File: config.mk
export PLATFORM = sky130hd
export DESIGN_NAME = spim_front
export DESIGN_NICKNAME = d
export VERILOG_FILES = /design/src/rtl/spim_pkg.sv /design/src/rtl/spim_start.sv /design/src/rtl/spim_baud.sv /design/src/rtl/spim_txhold.sv /design/src/rtl/spim_front.sv
export SDC_FILE = /design/constraint.sdc
export NUM_CORES = 1
export LEC_CHECK = 0
export ABC_CLOCK_PERIOD_IN_PS = 2470
export BUFFER_PORTS_ARGS = -buffer_cell sky130_fd_sc_hd__clkbuf_2
export CAP_MARGIN = 40
export CORE_ASPECT_RATIO = 1.1
export CORE_UTILIZATION = 50
export DETAILED_ROUTE_END_ITERATION = 8
export GPL_TIMING_DRIVEN = 0
export PLACE_DENSITY = 0.86
export SLEW_MARGIN = 20
export SYNTH_ARGS = -nofsm -noshare
export SYNTH_HDL_FRONTEND = slang
export SYNTH_SLANG_ARGS = --single-unit
File: constraint.sdc
create_clock -name clk -period 2.47 [get_ports clk]
set_input_delay 0.1235 -clock clk [delete_from_list [all_inputs] [get_ports clk]]
set_output_delay 0.1235 -clock clk [all_outputs]
set_load 0.1 [all_outputs]
File: src/rtl/spim_pkg.sv
package spim_pkg;

    typedef enum logic {
        ORDER_MSB = 1'b0,
        ORDER_LSB = 1'b1
    } order_e;

    typedef struct packed {
        logic sync;
        logic act;
    } start_st_t;

endpackage

File: src/rtl/spim_start.sv
module spim_start
    import spim_pkg::*;
(
    input  logic clk,
    input  logic rst_n,
    input  logic en_i,
    output logic active_o
);

    start_st_t s_d, s_q;

    always_comb begin
        s_d      = s_q;
        s_d.sync = en_i;
        s_d.act  = s_q.sync;
    end

    always_ff @(posedge clk or negedge rst_n) begin
        if (!rst_n) s_q <= '0;
        else        s_q <= s_d;
    end

    assign active_o = s_q.act;

    // release only after enable was seen two edges back
    a_r2_release_lag: assert property (@(posedge clk) disable iff (!rst_n)
        active_o |-> $past(en_i, 2));

    // two low samples of enable force the block off
    a_r6_drop_off: assert property (@(posedge clk) disable iff (!rst_n)
        (!en_i && !$past(en_i)) |=> !active_o);

endmodule

File: src/rtl/spim_baud.sv
module spim_baud #(
    parameter int STAGES = 8,
    localparam int SELW = $clog2(STAGES),
    localparam int CNTW = STAGES
) (
    input  logic            clk,
    input  logic            rst_n,
    input  logic            active_i,
    input  logic [SELW-1:0] sel_i,
    output logic            tick_o
);

    typedef struct packed {
        logic [CNTW-1:0] cnt;
        logic [CNTW-1:0] lim;
    } baud_st_t;

    baud_st_t b_d, b_q;
    logic [CNTW:0]   pow_sel;
    logic [CNTW-1:0] lim_sel;

    assign pow_sel = (CNTW+1)'(2) << sel_i;
    assign lim_sel = CNTW'(pow_sel - (CNTW+1)'(1));
    assign tick_o  = active_i && (b_q.cnt == b_q.lim);

    always_comb begin
        b_d = b_q;
        if (!active_i || tick_o) begin
            b_d.cnt = '0;
            b_d.lim = lim_sel;
        end else begin
            b_d.cnt = b_q.cnt + 1'b1;
        end
    end

    always_ff @(posedge clk or negedge rst_n) begin
        if (!rst_n) b_q <= '0;
        else        b_q <= b_d;
    end

    // a tick never lasts two cycles
    a_r3_single_cycle: assert property (@(posedge clk) disable iff (!rst_n)
        tick_o |=> !tick_o);

    // the cycle the block wakes carries no tick
    a_r4_clean_start: assert property (@(posedge clk) disable iff (!rst_n)
        $rose(active_i) |-> !tick_o);

    // the limit changes only at a boundary or while idle
    a_r5_sel_at_boundary: assert property (@(posedge clk) disable iff (!rst_n)
        (active_i && $past(active_i) && !$past(tick_o)) |-> $stable(b_q.lim));

endmodule

File: src/rtl/spim_txhold.sv
module spim_txhold
    import spim_pkg::*;
#(
    parameter int W = 8
) (
    input  logic         clk,
    input  logic         rst_n,
    input  logic         ld_i,
    input  logic [W-1:0] word_i,
    input  logic         lsb_first_i,
    output logic [W-1:0] data_o,
    output logic         mosi_o
);

    typedef struct packed {
        logic [W-1:0] data;
        logic         mosi;
    } hold_st_t;

    hold_st_t h_d, h_q;
    order_e   order;

    assign order = order_e'(lsb_first_i);

    always_comb begin
        h_d = h_q;
        if (ld_i) h_d.data = word_i;
        h_d.mosi = (order == ORDER_LSB) ? h_q.data[0] : h_q.data[W-1];
    end

    always_ff @(posedge clk or negedge rst_n) begin
        if (!rst_n) h_q <= '0;
        else        h_q <= h_d;
    end

    assign data_o = h_q.data;
    assign mosi_o = h_q.mosi;

    // contents survive any cycle without a load
    a_r7_keep_word: assert property (@(posedge clk) disable iff (!rst_n)
        !ld_i |=> $stable(data_o));

endmodule

File: src/rtl/spim_front.sv
module spim_front #(
    parameter int STAGES = 8,
    parameter int W = 8,
    localparam int SELW = $clog2(STAGES)
) (
    input  logic            clk,
    input  logic            rst_n,
    input  logic            en,
    input  logic [SELW-1:0] div_sel,
    input  logic            cpol,
    input  logic            lsb_first,
    input  logic            ld,
    input  logic [W-1:0]    ld_word,
    output logic            sclk,
    output logic            mosi,
    output logic            baud_tick,
    output logic            active,
    output logic [W-1:0]    hold_word
);

    logic active_w;
    logic sclk_d, sclk_q;

    spim_start u_start (
        .clk      (clk),
        .rst_n    (rst_n),
        .en_i     (en),
        .active_o (active_w)
    );

    spim_baud #(.STAGES(STAGES)) u_baud (
        .clk      (clk),
        .rst_n    (rst_n),
        .active_i (active_w),
        .sel_i    (div_sel),
        .tick_o   (baud_tick)
    );

    spim_txhold #(.W(W)) u_hold (
        .clk         (clk),
        .rst_n       (rst_n),
        .ld_i        (ld),
        .word_i      (ld_word),
        .lsb_first_i (lsb_first),
        .data_o      (hold_word),
        .mosi_o      (mosi)
    );

    always_comb sclk_d = cpol;

    always_ff @(posedge clk or negedge rst_n) begin
        if (!rst_n) sclk_q <= 1'b0;
        else        sclk_q <= sclk_d;
    end

    assign sclk   = sclk_q;
    assign active = active_w;

    // serial clock rests at the polarity level
    a_r9_sclk_idle: assert property (@(posedge clk) disable iff (!rst_n)
        $past(rst_n) |-> (sclk == $past(cpol)));

    // no tick while the block is off
    a_r6_quiet_off: assert property (@(posedge clk) disable iff (!rst_n)
        !active |-> !baud_tick);

endmodule

==> results of run 1 <==
## layout by cell type (no fill, tap or decap), drive strengths merged
cell	instances
or3	2
nor3	1
dfrtp	28
nand2	8
mux2	14
ha	2
a21oi	1
nor2	9
inv	5
clkbuf	33
o41ai	1
xnor2	11
dlygate4sd3	3
or2	1
and3	2
o211ai	1
nand4	1
nor4	1
mux2i	2
xor2	5
nand3	2
and2	2
buf	1
o21ai	2
## flip-flops by register name, summed over array words and instances, names as in the netlist
| register | flops |
|---|---|
| u_start.active_o | 1 |
| u_hold.data_o | 8 |
| sclk | 1 |
| u_hold.mosi_o | 1 |
| u_baud.b_q | 16 |
| u_start.s_d | 1 |
## how the worst min path moves through the flow
stage	end	slack (ps)	cells past startpoint
4_1_cts	u_hold.data_o[1]$_DFFE_PN0P_	10	2
6_report	u_hold.data_o[1]$_DFFE_PN0P_	20	2
5_1_grt	u_hold.data_o[6]$_DFFE_PN0P_	6	2
3_5_place_dp	u_baud.b_q[7]$_DFFE_PN0N_	190	1
3_3_place_gp	u_baud.b_q[7]$_DFFE_PN0N_	170	1
2_1_floorplan	sclk$_DFF_PN0_	-170	0
## logic make-up after synthesis
family          after synthesis  synth area share, %
compound gates                5                3.953
xor+xnor                     16                11.07
fa+ha+maj                     2                1.976
buf+inv                       8                2.965
flops                        28                55.34
mux                          16                14.03
simple gates                 29                10.67
## routing by layer
layer	track usage, %	share of wire (%)	vias up
met4	7.143	1.5	0
met2	35.11	51	26
met3	3.611	4.2	2
met5	0	0	-
met1	20.07	43	401
li1	-	-	416
## power by group through the flow
| stage | Combinational (W) | Sequential [W] | Clock (W) |
|---|---|---|---|
| after floorplan | 0.0000773 | 0.000646 | 0 |
| after global placement | 0.000249 | 0.000525 | 0 |
| after detailed placement | 0.000255 | 0.000527 | 0 |
| after CTS | 0.000260 | 0.000518 | 0.000224 |
| after global routing | 0.000274 | 0.000523 | 0.000237 |
| final | 0.000258 | 0.000518 | 0.000217 |
## cell type report
type	count	share of cell area, %
Inverter	5	1.247
Sequential cell	28	46.55
Multi-Input combinational cell	68	35.08
Buffer	3	1.247
Clock buffer	4	2.411
Tap cell	30	2.494
Timing Repair Buffer	30	10.97
## through the flow
step	utilization [%]	instance area, µm²	hold WS [ps]	std cells	power (W)
after global placement	62.03	1439	174.0	161	0.0007741
after floorplan	-	1266	-172.1	104	0.0007238
after CTS	64.89	1505	9.976	168	0.001002
after global routing	64.89	1505	6.298	168	0.001033
final	64.89	1505	18.31	168	0.0009922
after detailed placement	62.03	1439	185.4	161	0.0007826
## worst max-delay path: stages, from the launching register on
cell and delay (ps):
dfrtp_1 460, xnor2_1 160, nand2_1 110, nor4_1 280
and2_1 160, clkbuf_2 440
==> run summary, run 1 <==
The run finished with clean final reports. The peak supply drop is 595.4 µV, and the net count after synthesis is 123. Once the floorplan was initialized, standard cells occupied 54.58% of the core.

After clock tree synthesis, the flow added hold-fix buffers numbering 3. The cell sitting at the root of the clock tree is a clkbuf_4. Most common cell in the netlist: dfrtp_1. The area of all sequential standard cells was 700.7 µm²; the number of sinks handled by clock tree synthesis was 28. The logs give 640 ps for the setup slack of the worst register-to-register path and 0 for the initial antenna violation count. The tools report the number of DRC markers after the initial detailed-route iteration as 4. In this run the horizontal extent of the chip is 49.98 µm. The worst clock skew is 4.122 ps, and the largest net degree at the start of global routing is 29. Dividing total power by cell area gives a power density of 659.2 nW/µm². The arrival time at the worst endpoint is 1940 ps, and the switching share of power is 34.12%.

The via count of the first global-routing pass came out at 828. The largest fanout on the critical path came out at 4. The worst setup path is launched from a flop. The first global-routing pass estimated 3546 µm of wire.

The antenna diode instance count is 0, and the die extent in y is 54.78 µm. STA puts the critical path data required time at 2350 ps. After synthesis, flip-flops and latches occupy 55.34% of the total area. The number of pins with negative max-slew slack in the final report was 0; the number of gates resized after CTS was 0. Final critical delay including setup and external delays: 2059 ps. The post-CTS repair timing setup buffer count is 0, and the share of flip-flops with an asynchronous set or reset is 100.0%. For this run, the top clock speed supported by timing is 485.8 MHz.

Max-cap violations in this run came to 0. The top flip-flop cell by instance count after synthesis was dfrtp_1. The area of the die was 2738 µm². The core box area was 2320 µm²; the TritonCTS buffer count was 3.

Setup repair after global routing left no endpoint under its margin. The worst-case reg-to-reg path depth is 5. The post-detailed-route DRC marker count is 0, and the worst slew slack as a fraction of its limit is 55.81%. After detailed routing, the number of vias per cell comes to 5.030. In the final timing run, aggregate negative setup slack is 0 ps. In this run the remaining antenna-violating nets after routing total 0. Synthesis produced 104 cells. The setup-violating endpoint count in the final report was 0; the via count was 845. TritonCTS built the clock tree. Worst setup path endpoint: baud_tick.

The number of library cell types mapped by synthesis was 23. The clock network accounts for 21.8% of the total power. The run gives 52.2% as the sequential cell fraction of total power.

The later pin in the worst-skew pair is clocked with a latency of 320 ps. Global routing finished with a remaining overflow of 0. The clock transition at the register clock pins on the worst setup and hold paths after CTS came out at 140 ps. Summing every instance area after synthesis gives 1266 µm².

Source of the worst register-to-register timing path: u_baud.b_q[13]$_DFF_PN0_. The path type of the worst min-delay path was in2reg. The top cell type by area accounts for 55.34% of the synthesized area. The launch instance of the worst min-delay path is ld_word[1]. The tools report the final layout net count as 158. The number of hold-slack violations in the final timing report came out at 0. The area added between synthesis and finish is 18.87%, and the routed wirelength normalized by instance count is 12.61 µm.

The tools report the maximum root-to-sink buffer count as 2. In this run the count of I/O pins placed on the die edge is 29. The count of input and output buffers is 27, and the proportion of layout cells with a drive suffix above 1 is 34.78%.

Combinational logic is responsible for 26.0% of the overall power. Summed over all nets, the switching power comes to 0.0003386 W. The actual slew at the worst max-slew pin was 662.8 ps; the number of H-tree levels was 1. The number of flops mapped to enable cells by yosys is 0, and the last weighted congestion value of the routability-driven placer is 0.8121. In this run the static leakage power is 0.7054 nW. Counting instances in the post-synthesis netlist gives the leading cell types as dfrtp_1 (28), mux2_2 (14), xnor2_1 (11). Iteration count of the initial detailed-routing pass: 2. Summed over all layers, the routed wires come to 2118 µm. The global-route total usage across every layer was 18.33%; the detailed placer's ending HPWL was 1620 µm. The count of synthesis-stage warnings from yosys is 0, and the number of standard-cell rows in the floorplan is 18. After filler insertion, the fill cell instance count of the layout stands at 197.

Setup slack at placement: 668.4 ps. Critical path capture point type: an output pin. Synthesis inferred 28 register bits. The endpoint of the most critical register-to-register path is u_baud.b_q[6]$_DFFE_PN0N_. In this run the mean area of a mapped cell was 12.18 µm². The logs give 411.4 ps for the final worst-path setup slack and 0.0006536 W for the design internal power.

In the finished design, the share of the clock period the worst path needs comes to 83.34%. The critical path starts at u_baud.b_q[13]$_DFF_PN0_. The critical path class was reg2out.

Yosys attributes the largest share of cell area to dfrtp_1 (55%), mux2_2 (12%), xnor2_1 (7.6%), xor2_1 (3.5%), nor2_1 (2.7%). The run gives 528.0 µm² as the multi-input gate area in the final layout. The most area-hungry cell type in the Yosys netlist was dfrtp_1.
Power figures use the tool's default switching activity.
==> run 2, diff against run 1 <==
ABC_CLOCK_PERIOD_IN_PS = 1750   (was 2470)
CORE_UTILIZATION = 47   (was 50)
PLACE_DENSITY = 0.85   (was 0.86)
clock period = 1.75 ns   (was 2.47 ns; I/O delays follow)
==> run summary, run 2 (synthesis gave the netlist of run 1 again) <==
The run finished, with violations left. The final reports fail on negative setup slack. The logs give 29 (unchanged) for the boundary pin count and 3 (unchanged) for the TritonCTS buffer count. The final global-route overflow total was 0 (unchanged); the number of sinks handled by clock tree synthesis was 28 (unchanged). The static power due to leakage was 0.8215 nW (+16%). The run gives 3988 µm (+12%) as the wire length of the first global-routing pass. The routed wirelength normalized by instance count was 13.27 µm (+5.3%). The path class of the tightest hold or removal check is in2reg.

The tools report the clock latency on the worst-skew pair as 320 ps (about the same). Area of placed instances: 1441 µm² (+0.17%). The detailed placer's ending HPWL was 1649 µm (+1.7%); the final worst-path setup slack was -60.80 ps (-472.2 ps). The startpoint identified for the worst register-to-register timing path is u_baud.b_q[9]$_DFF_PN0_. The final standard cell count with taps included and fillers excluded is 185 (+10%). The area added between synthesis and finish was 35.77%. CTS placed an instance of clkbuf_4 at the clock tree root. The tools report the global-route total usage across every layer as 18.21% (-0.12 points).

The tools report the number of DRC markers after the initial detailed-route iteration as 12 (+8). The initial antenna violation count is 0 (unchanged), and the delay contributed by the slowest stage of the critical path is 460 ps (about the same). Clock transition at the register clock pins on the worst setup and hold paths after CTS: 130 ps (about the same). The tools report the switching power as 0.0004847 W (+43%). For the sequential cell fraction of total power, the log shows 52.5% (+0.3 points). The peak supply drop came out at 791.0 µV (+33%). The critical path starts at u_baud.b_q[11]$_DFF_PN0_. The run gives 17.9% (-3.9 points) as the clock power share. The run gives 0 (unchanged) as the number of pins with negative max-slew slack in the final report. The timing-limited maximum frequency is 552.2 MHz, and the area of the die is 2906 µm² (+6.1%).

For the via count, the log shows 915 (+8.3%). TritonCTS built the clock tree. For the total power, the log shows 0.001395 W (+41%). The last weighted congestion value of the routability-driven placer was 0.7903 (-2.7%). The run gives 960 (+16%) as the via count of the first global-routing pass. The tools report the worst clock skew as 5.249 ps (+1.127 ps).

The critical path class is reg2out. Dividing the final minimum period by the clock period gives 103.5%. The setup-violating endpoint count in the final report is 6 (+6), and the final critical delay including setup and external delays is 1811 ps.

The worst setup path is captured at an output pin. The tools report the antenna diode instance count as 0 (unchanged). Worst slew slack as a fraction of its limit: 55.42% (-0.39 points). Leaving out fill and tap cells, the most frequent cells in the layout are dfrtp_1 (27), clkbuf_2 (26), dlygate4sd3_1 (11), xnor2_1 (10).

The floorplan die width is 51.49 µm (+3.0%). The tools report the number of H-tree levels as 1 (unchanged). The tools report the startpoint type of the worst setup path as a flop. The residual antenna-violating net count after detailed routing was 0 (unchanged); the actual slew at the worst max-slew pin was 668.7 ps (+5.890 ps). The count of input and output buffers is 27 (unchanged), and the largest fanout on the critical path is 4 (unchanged). Among all stages on the critical path, the largest delay is contributed by dfrtp_1. Switching share of power: 34.75% (+0.63 points). The worst path required time was 1660 ps (-690 ps); the core box area was 2520 µm² (+8.6%). The most common cell after layout, fill and taps aside is dfrtp_1. The die extent in y was 56.44 µm (+3.0%). The maximum root-to-sink buffer count came out at 2 (unchanged). The portion of total power attributed to combinational logic is 29.6% (+3.6 points). For the number of maximum-capacitance constraint violations, the log shows 0 (unchanged). The proportion of layout cells with a drive suffix above 1 works out to 39.61% (+4.8 points). For the final layout net count, the log shows 175 (+11%). The power per unit of standard cell area came out at 811.4 nW/µm² (+23%).

The effective utilization at floorplan was 50.25% (-4.3 points); the design internal power was 0.0009102 W (+39%). Traced cell by cell, the critical path runs through xnor2_1 > nand2_1 > nor4_2 > and2_4 > clkbuf_16. Setup repair after global routing could not meet its margin everywhere.

The logs give 162 (+0.62%) for the instance count after placement with tap cells included and 4 (+2) for the iteration count of the initial detailed-routing pass. The routed via count divided by cell count was 4.946 (-1.7%); the post-detailed-route DRC marker count was 0 (unchanged). The largest net degree at the start of global routing is 29 (unchanged). The launch instance of the worst min-delay path was lsb_first. The register bank with the most flops was u_baud.b_q. The final design instance area without fill came out at 1719 µm² (+14%). The arrival time at the worst endpoint is 1720 ps (-220 ps), and the setup slack of the worst register-to-register path is -20 ps (-660 ps). The number of standard-cell rows in the floorplan is 19 (+1). The worst hold slack after final layout came out at 10.33 ps (-7.985 ps). For the sum of routed wire length over all layers, the log shows 2455 µm (+16%). The flip-flop count of the largest register, all copies and words added was 16 (unchanged); the number of hold-slack violations in the final timing report was 0 (unchanged).
## run 2: cell count changes in the layout (fill, tap and decap cells not counted), sizes merged
cell,before,now
clkbuf,33,32
dlygate4sd3,3,11
buf,1,10
## run 2: worst paths after layout
path / to / cells past startpoint
min in group asynchronous: u_baud.b_q[7]$_DFFE_PN0N_ / 2
max in group asynchronous: u_baud.b_q[10]$_DFF_PN0_ / 2
worst min-delay path: u_hold.mosi_o$_DFF_PN0_ / 2
worst max register to register: u_baud.b_q[4]$_DFFE_PN0N_ / 5
worst min register to register: u_start.active_o$_DFF_PN0_ / 0
worst max-delay path: baud_tick / 5
## run 2: through the flow
step | utilization, % | TNS [ps] | setup slack [ps]
after detailed placement | 57.20 | -273.7 | -47.31
after floorplan | - | 0 | 60.39
after global routing | 68.22 | -927.1 | -209.1
after global placement | 57.20 | -95.30 | -20.38
after CTS | 63.06 | -62.33 | -62.33
final | 68.22 | -146.3 | -60.80
## run 2: repair_timing
action	in CTS	in global routing
hold buffers	9	2
pin swaps	1	4
setup buffers	2	7
hold endpoints to repair	36	2
setup endpoints to repair	8	8
resized for setup	3	12
## run 2: worst max-delay path, delay by kind of cell (launching register included)
| family | cells | cell delay [ps] |
|---|---|---|
| XOR/XNOR | 1 | 200 |
| buffers and inverters | 1 | 190 |
| flip-flops | 1 | 460 |
| AND/OR/NAND/NOR | 3 | 560 |
## run 2: cell type report
cell class	instances	area (µm²)
clock buffer	3	22.52
fill	207	800.8
inverter	5	18.77
tap	31	38.79
multi-input combinational	68	565.5
buffer	3	22.52
timing repair buffer	47	349.1
sequential	28	701.9
## run 2: power by group through the flow
stage	combinational (W)	clock [W]	sequential, W
finish	0.000413	0.000250	0.000732
global route	0.000437	0.000281	0.000739
detailed placement	0.000361	0	0.000745
global placement	0.000352	0	0.000741
floorplan	0.000109	0	0.000912
CTS	0.000381	0.000255	0.000732
## run 2: per-layer routing
layer | track usage, % | wire [µm] | vias to the layer above
met3 | 2.710 | 114 | 7
met5 | 0 | 0 | -
met2 | 32.84 | 1236 | 32
met1 | 21.11 | 1048 | 429
met4 | 6.950 | 55 | 0
li1 | - | - | 447
==> run 3, diff against run 2 <==
PLACE_DENSITY = 0.72   (was 0.85)
==> run summary, run 3 (synthesis gave the netlist of run 1 again) <==
The die extent in y was 56.44 µm (unchanged). The run gives 2070 ps (+350 ps) as the arrival time at the worst endpoint. Setup repair after global routing could not meet its margin everywhere. The run gives 0 (unchanged) as the number of maximum-capacitance constraint violations. The tools report the via count as 946 (+3.4%). The path class of the tightest hold or removal check is in2reg.

The logs give 4567 µm (+15%) for the wire length of the first global-routing pass and 0 (unchanged) for the number of pins with negative max-slew slack in the final report. STA classifies the critical path startpoint as a flop. The final critical delay including setup and external delays was 1845 ps (+33.95 ps).

Register bank with the most flops: u_baud.b_q. The TritonCTS buffer count was 3 (unchanged). The residual antenna-violating net count after detailed routing was 0 (unchanged); the antenna diode instance count was 0 (unchanged). The tree is rooted in a clkbuf_4. Instance count after placement with tap cells included: 162 (unchanged). The design internal power came out at 0.0009601 W (+5.5%). The checks that failed: negative setup slack. The slowest stage of the critical path is the dfrtp_1 cell.

The delay contributed by the slowest stage of the critical path works out to 420 ps (-40 ps). The tools report the portion of total power attributed to combinational logic as 28.8% (-0.8 points). The logs give 190 (+2.7%) for the final standard cell count with taps included and fillers excluded and 19 (unchanged) for the number of standard-cell rows in the floorplan. The boundary pin count is 29 (unchanged), and the last weighted congestion value of the routability-driven placer is 0.7201 (-8.9%).

Setup-violating endpoint count in the final report: 8 (+2). STA classifies the critical path endpoint as a flop. For the timing-limited maximum frequency, the log shows 542.1 MHz (-1.8%).

The logs give 2607 µm (+6.2%) for the sum of routed wire length over all layers and 21.0% (+3.1 points) for the clock power share. The routed via count divided by cell count is 4.979 (+0.67%). The flow ran to the end, but the final reports show violations. The routed wirelength normalized by instance count is 13.72 µm (+3.4%), and the number of H-tree levels is 1 (unchanged). The logs give 2906 µm² (unchanged) for the area of the die and 0.0004993 W (+3.0%) for the switching power. The floorplan die width works out to 51.49 µm (unchanged).

The area added between synthesis and finish was 36.46%. The power per unit of standard cell area is 844.6 nW/µm² (+4.1%). The tools report the global-route total usage across every layer as 21.50% (+3.3 points). The tools report the number of DRC markers after the initial detailed-route iteration as 7 (-5). The static power due to leakage was 0.8177 nW (-0.47%). TritonCTS built the clock tree. Maximum root-to-sink buffer count: 2 (unchanged).

The final worst-path setup slack was -94.75 ps (-33.95 ps); the proportion of layout cells with a drive suffix above 1 was 39.62% (about the same). The clock latency on the worst-skew pair was 320 ps (about the same). Post-route setup TNS: -536.1 ps (-389.7 ps). Traced cell by cell, the critical path runs through xnor2_1 > nand2_1 > buf_4 > o41ai_4 > buf_6 > mux2_2.

The run gives 4 (unchanged) as the iteration count of the initial detailed-routing pass. Most common cell after layout, fill and taps aside: dfrtp_1. Core box area: 2520 µm² (unchanged).

The via count of the first global-routing pass was 1,014 (+5.6%). The worst slew slack as a fraction of its limit is 53.82% (-1.6 points), and the worst clock skew is 4.049 ps (-1.200 ps). Sequential cell fraction of total power: 50.2% (-2.3 points). The peak supply drop is 801.9 µV (+1.4%), and the final period utilization is 105.4% (+1.9 points).

For the effective utilization at floorplan, the log shows 50.25% (unchanged). The final global-route overflow total came out at 0 (unchanged). For the number of sinks handled by clock tree synthesis, the log shows 28 (unchanged).

Critical path class: reg2reg. The count of input and output buffers came out at 27 (unchanged). The actual slew at the worst max-slew pin is 692.8 ps (+24.09 ps), and the number of hold-slack violations in the final timing report is 0 (unchanged). The post-detailed-route DRC marker count was 0 (unchanged); the worst path required time was 1980 ps (+320 ps). The clock transition at the register clock pins on the worst setup and hold paths after CTS was 140 ps (about the same); the initial antenna violation count was 0 (unchanged). The tools report the largest net degree at the start of global routing as 29 (unchanged). The top cell types in the final layout, fill and taps aside, are dfrtp_1 (27), clkbuf_2 (26), mux2_2 (13), dlygate4sd3_1 (12). The final layout net count is 179 (+2.3%). The largest fanout on the critical path was 7 (+3). The flip-flop count of the largest register, all copies and words added is 16 (unchanged), and the detailed placer's ending HPWL is 1698 µm (+3.0%).

The switching share of power is 34.21% (-0.54 points).
-- run 3: layer usage --
metal	wire length [µm]	up-vias	share of wire (%)	global-route usage (%)
met5	0	-	0	0
li1	-	452	-	-
met1	1015	453	39	24.78
met3	110	8	4.2	4.336
met2	1407	33	54	37.11
met4	73	0	2.8	10.42
-- run 3: area by class of cell --
cell class | count | area, µm²
Fill cell | 191 | 792.0
Inverter | 5 | 18.77
Buffer | 3 | 22.52
Tap cell | 31 | 38.79
Multi-Input combinational cell | 68 | 540.5
Timing Repair Buffer | 51 | 369.1
Clock buffer | 4 | 36.28
Sequential cell | 28 | 701.9
-- run 3: what timing repair did --
action	4_1_cts	5_1_grt
gates resized for setup	7	2
pin swaps	3	4
buffers inserted	12	0
setup endpoints to repair	9	16
endpoints found under the hold margin	38	1
hold buffers	11	1
-- run 3: path summary, 6_finish.rpt --
kind	slack (ps)	depth (start not counted)	to	startpoint
worst min-delay path	70	3	u_baud.b_q[6]$_DFFE_PN0N_	div_sel[1]
worst max-delay path	-90	6	u_baud.b_q[4]$_DFFE_PN0N_	u_baud.b_q[14]$_DFF_PN0_
min in group asynchronous	320	2	u_baud.b_q[6]$_DFFE_PN0N_	rst_n
max in group asynchronous	960	2	u_baud.b_q[10]$_DFF_PN0_	rst_n
worst min register to register	380	0	u_start.active_o$_DFF_PN0_	u_start.s_d[0]$_DFF_PN0_
worst max register to register	-90	6	u_baud.b_q[4]$_DFFE_PN0N_	u_baud.b_q[14]$_DFF_PN0_
-- run 3: critical path: cells and delay by family, from the launching register on --
family	cells	cell delay [ps]
AO/OA/AOI/OAI	1	330
XOR/XNOR	1	180
buffers and inverters	2	350
flip-flops	1	420
multiplexers	1	340
AND/OR/NAND/NOR	1	140
-- run 3: power groups by stage --
stage | Clock [W] | Combinational (W) | Sequential, W
final | 0.000307 | 0.000420 | 0.000733
after global placement | 0 | 0.000354 | 0.000742
after global routing | 0.000346 | 0.000444 | 0.000739
after CTS | 0.000320 | 0.000412 | 0.000731
after floorplan | 0 | 0.000109 | 0.000912
after detailed placement | 0 | 0.000364 | 0.000744
-- run 3: through the flow --
step	setup slack [ps]	power [W]	utilization, %	instance area [µm²]	hold slack [ps]
5_1_grt	-135.1	0.001529	68.57	1728	72.97
4_1_cts	-25.39	0.001463	67.87	1710	0.4604
3_3_place_gp	-53.10	0.001095	57.20	1441	143.5
6_report	-94.75	0.001459	68.57	1728	65.02
2_1_floorplan	60.39	0.001022	-	1267	-208.1
3_5_place_dp	-82.65	0.001108	57.20	1441	161.1
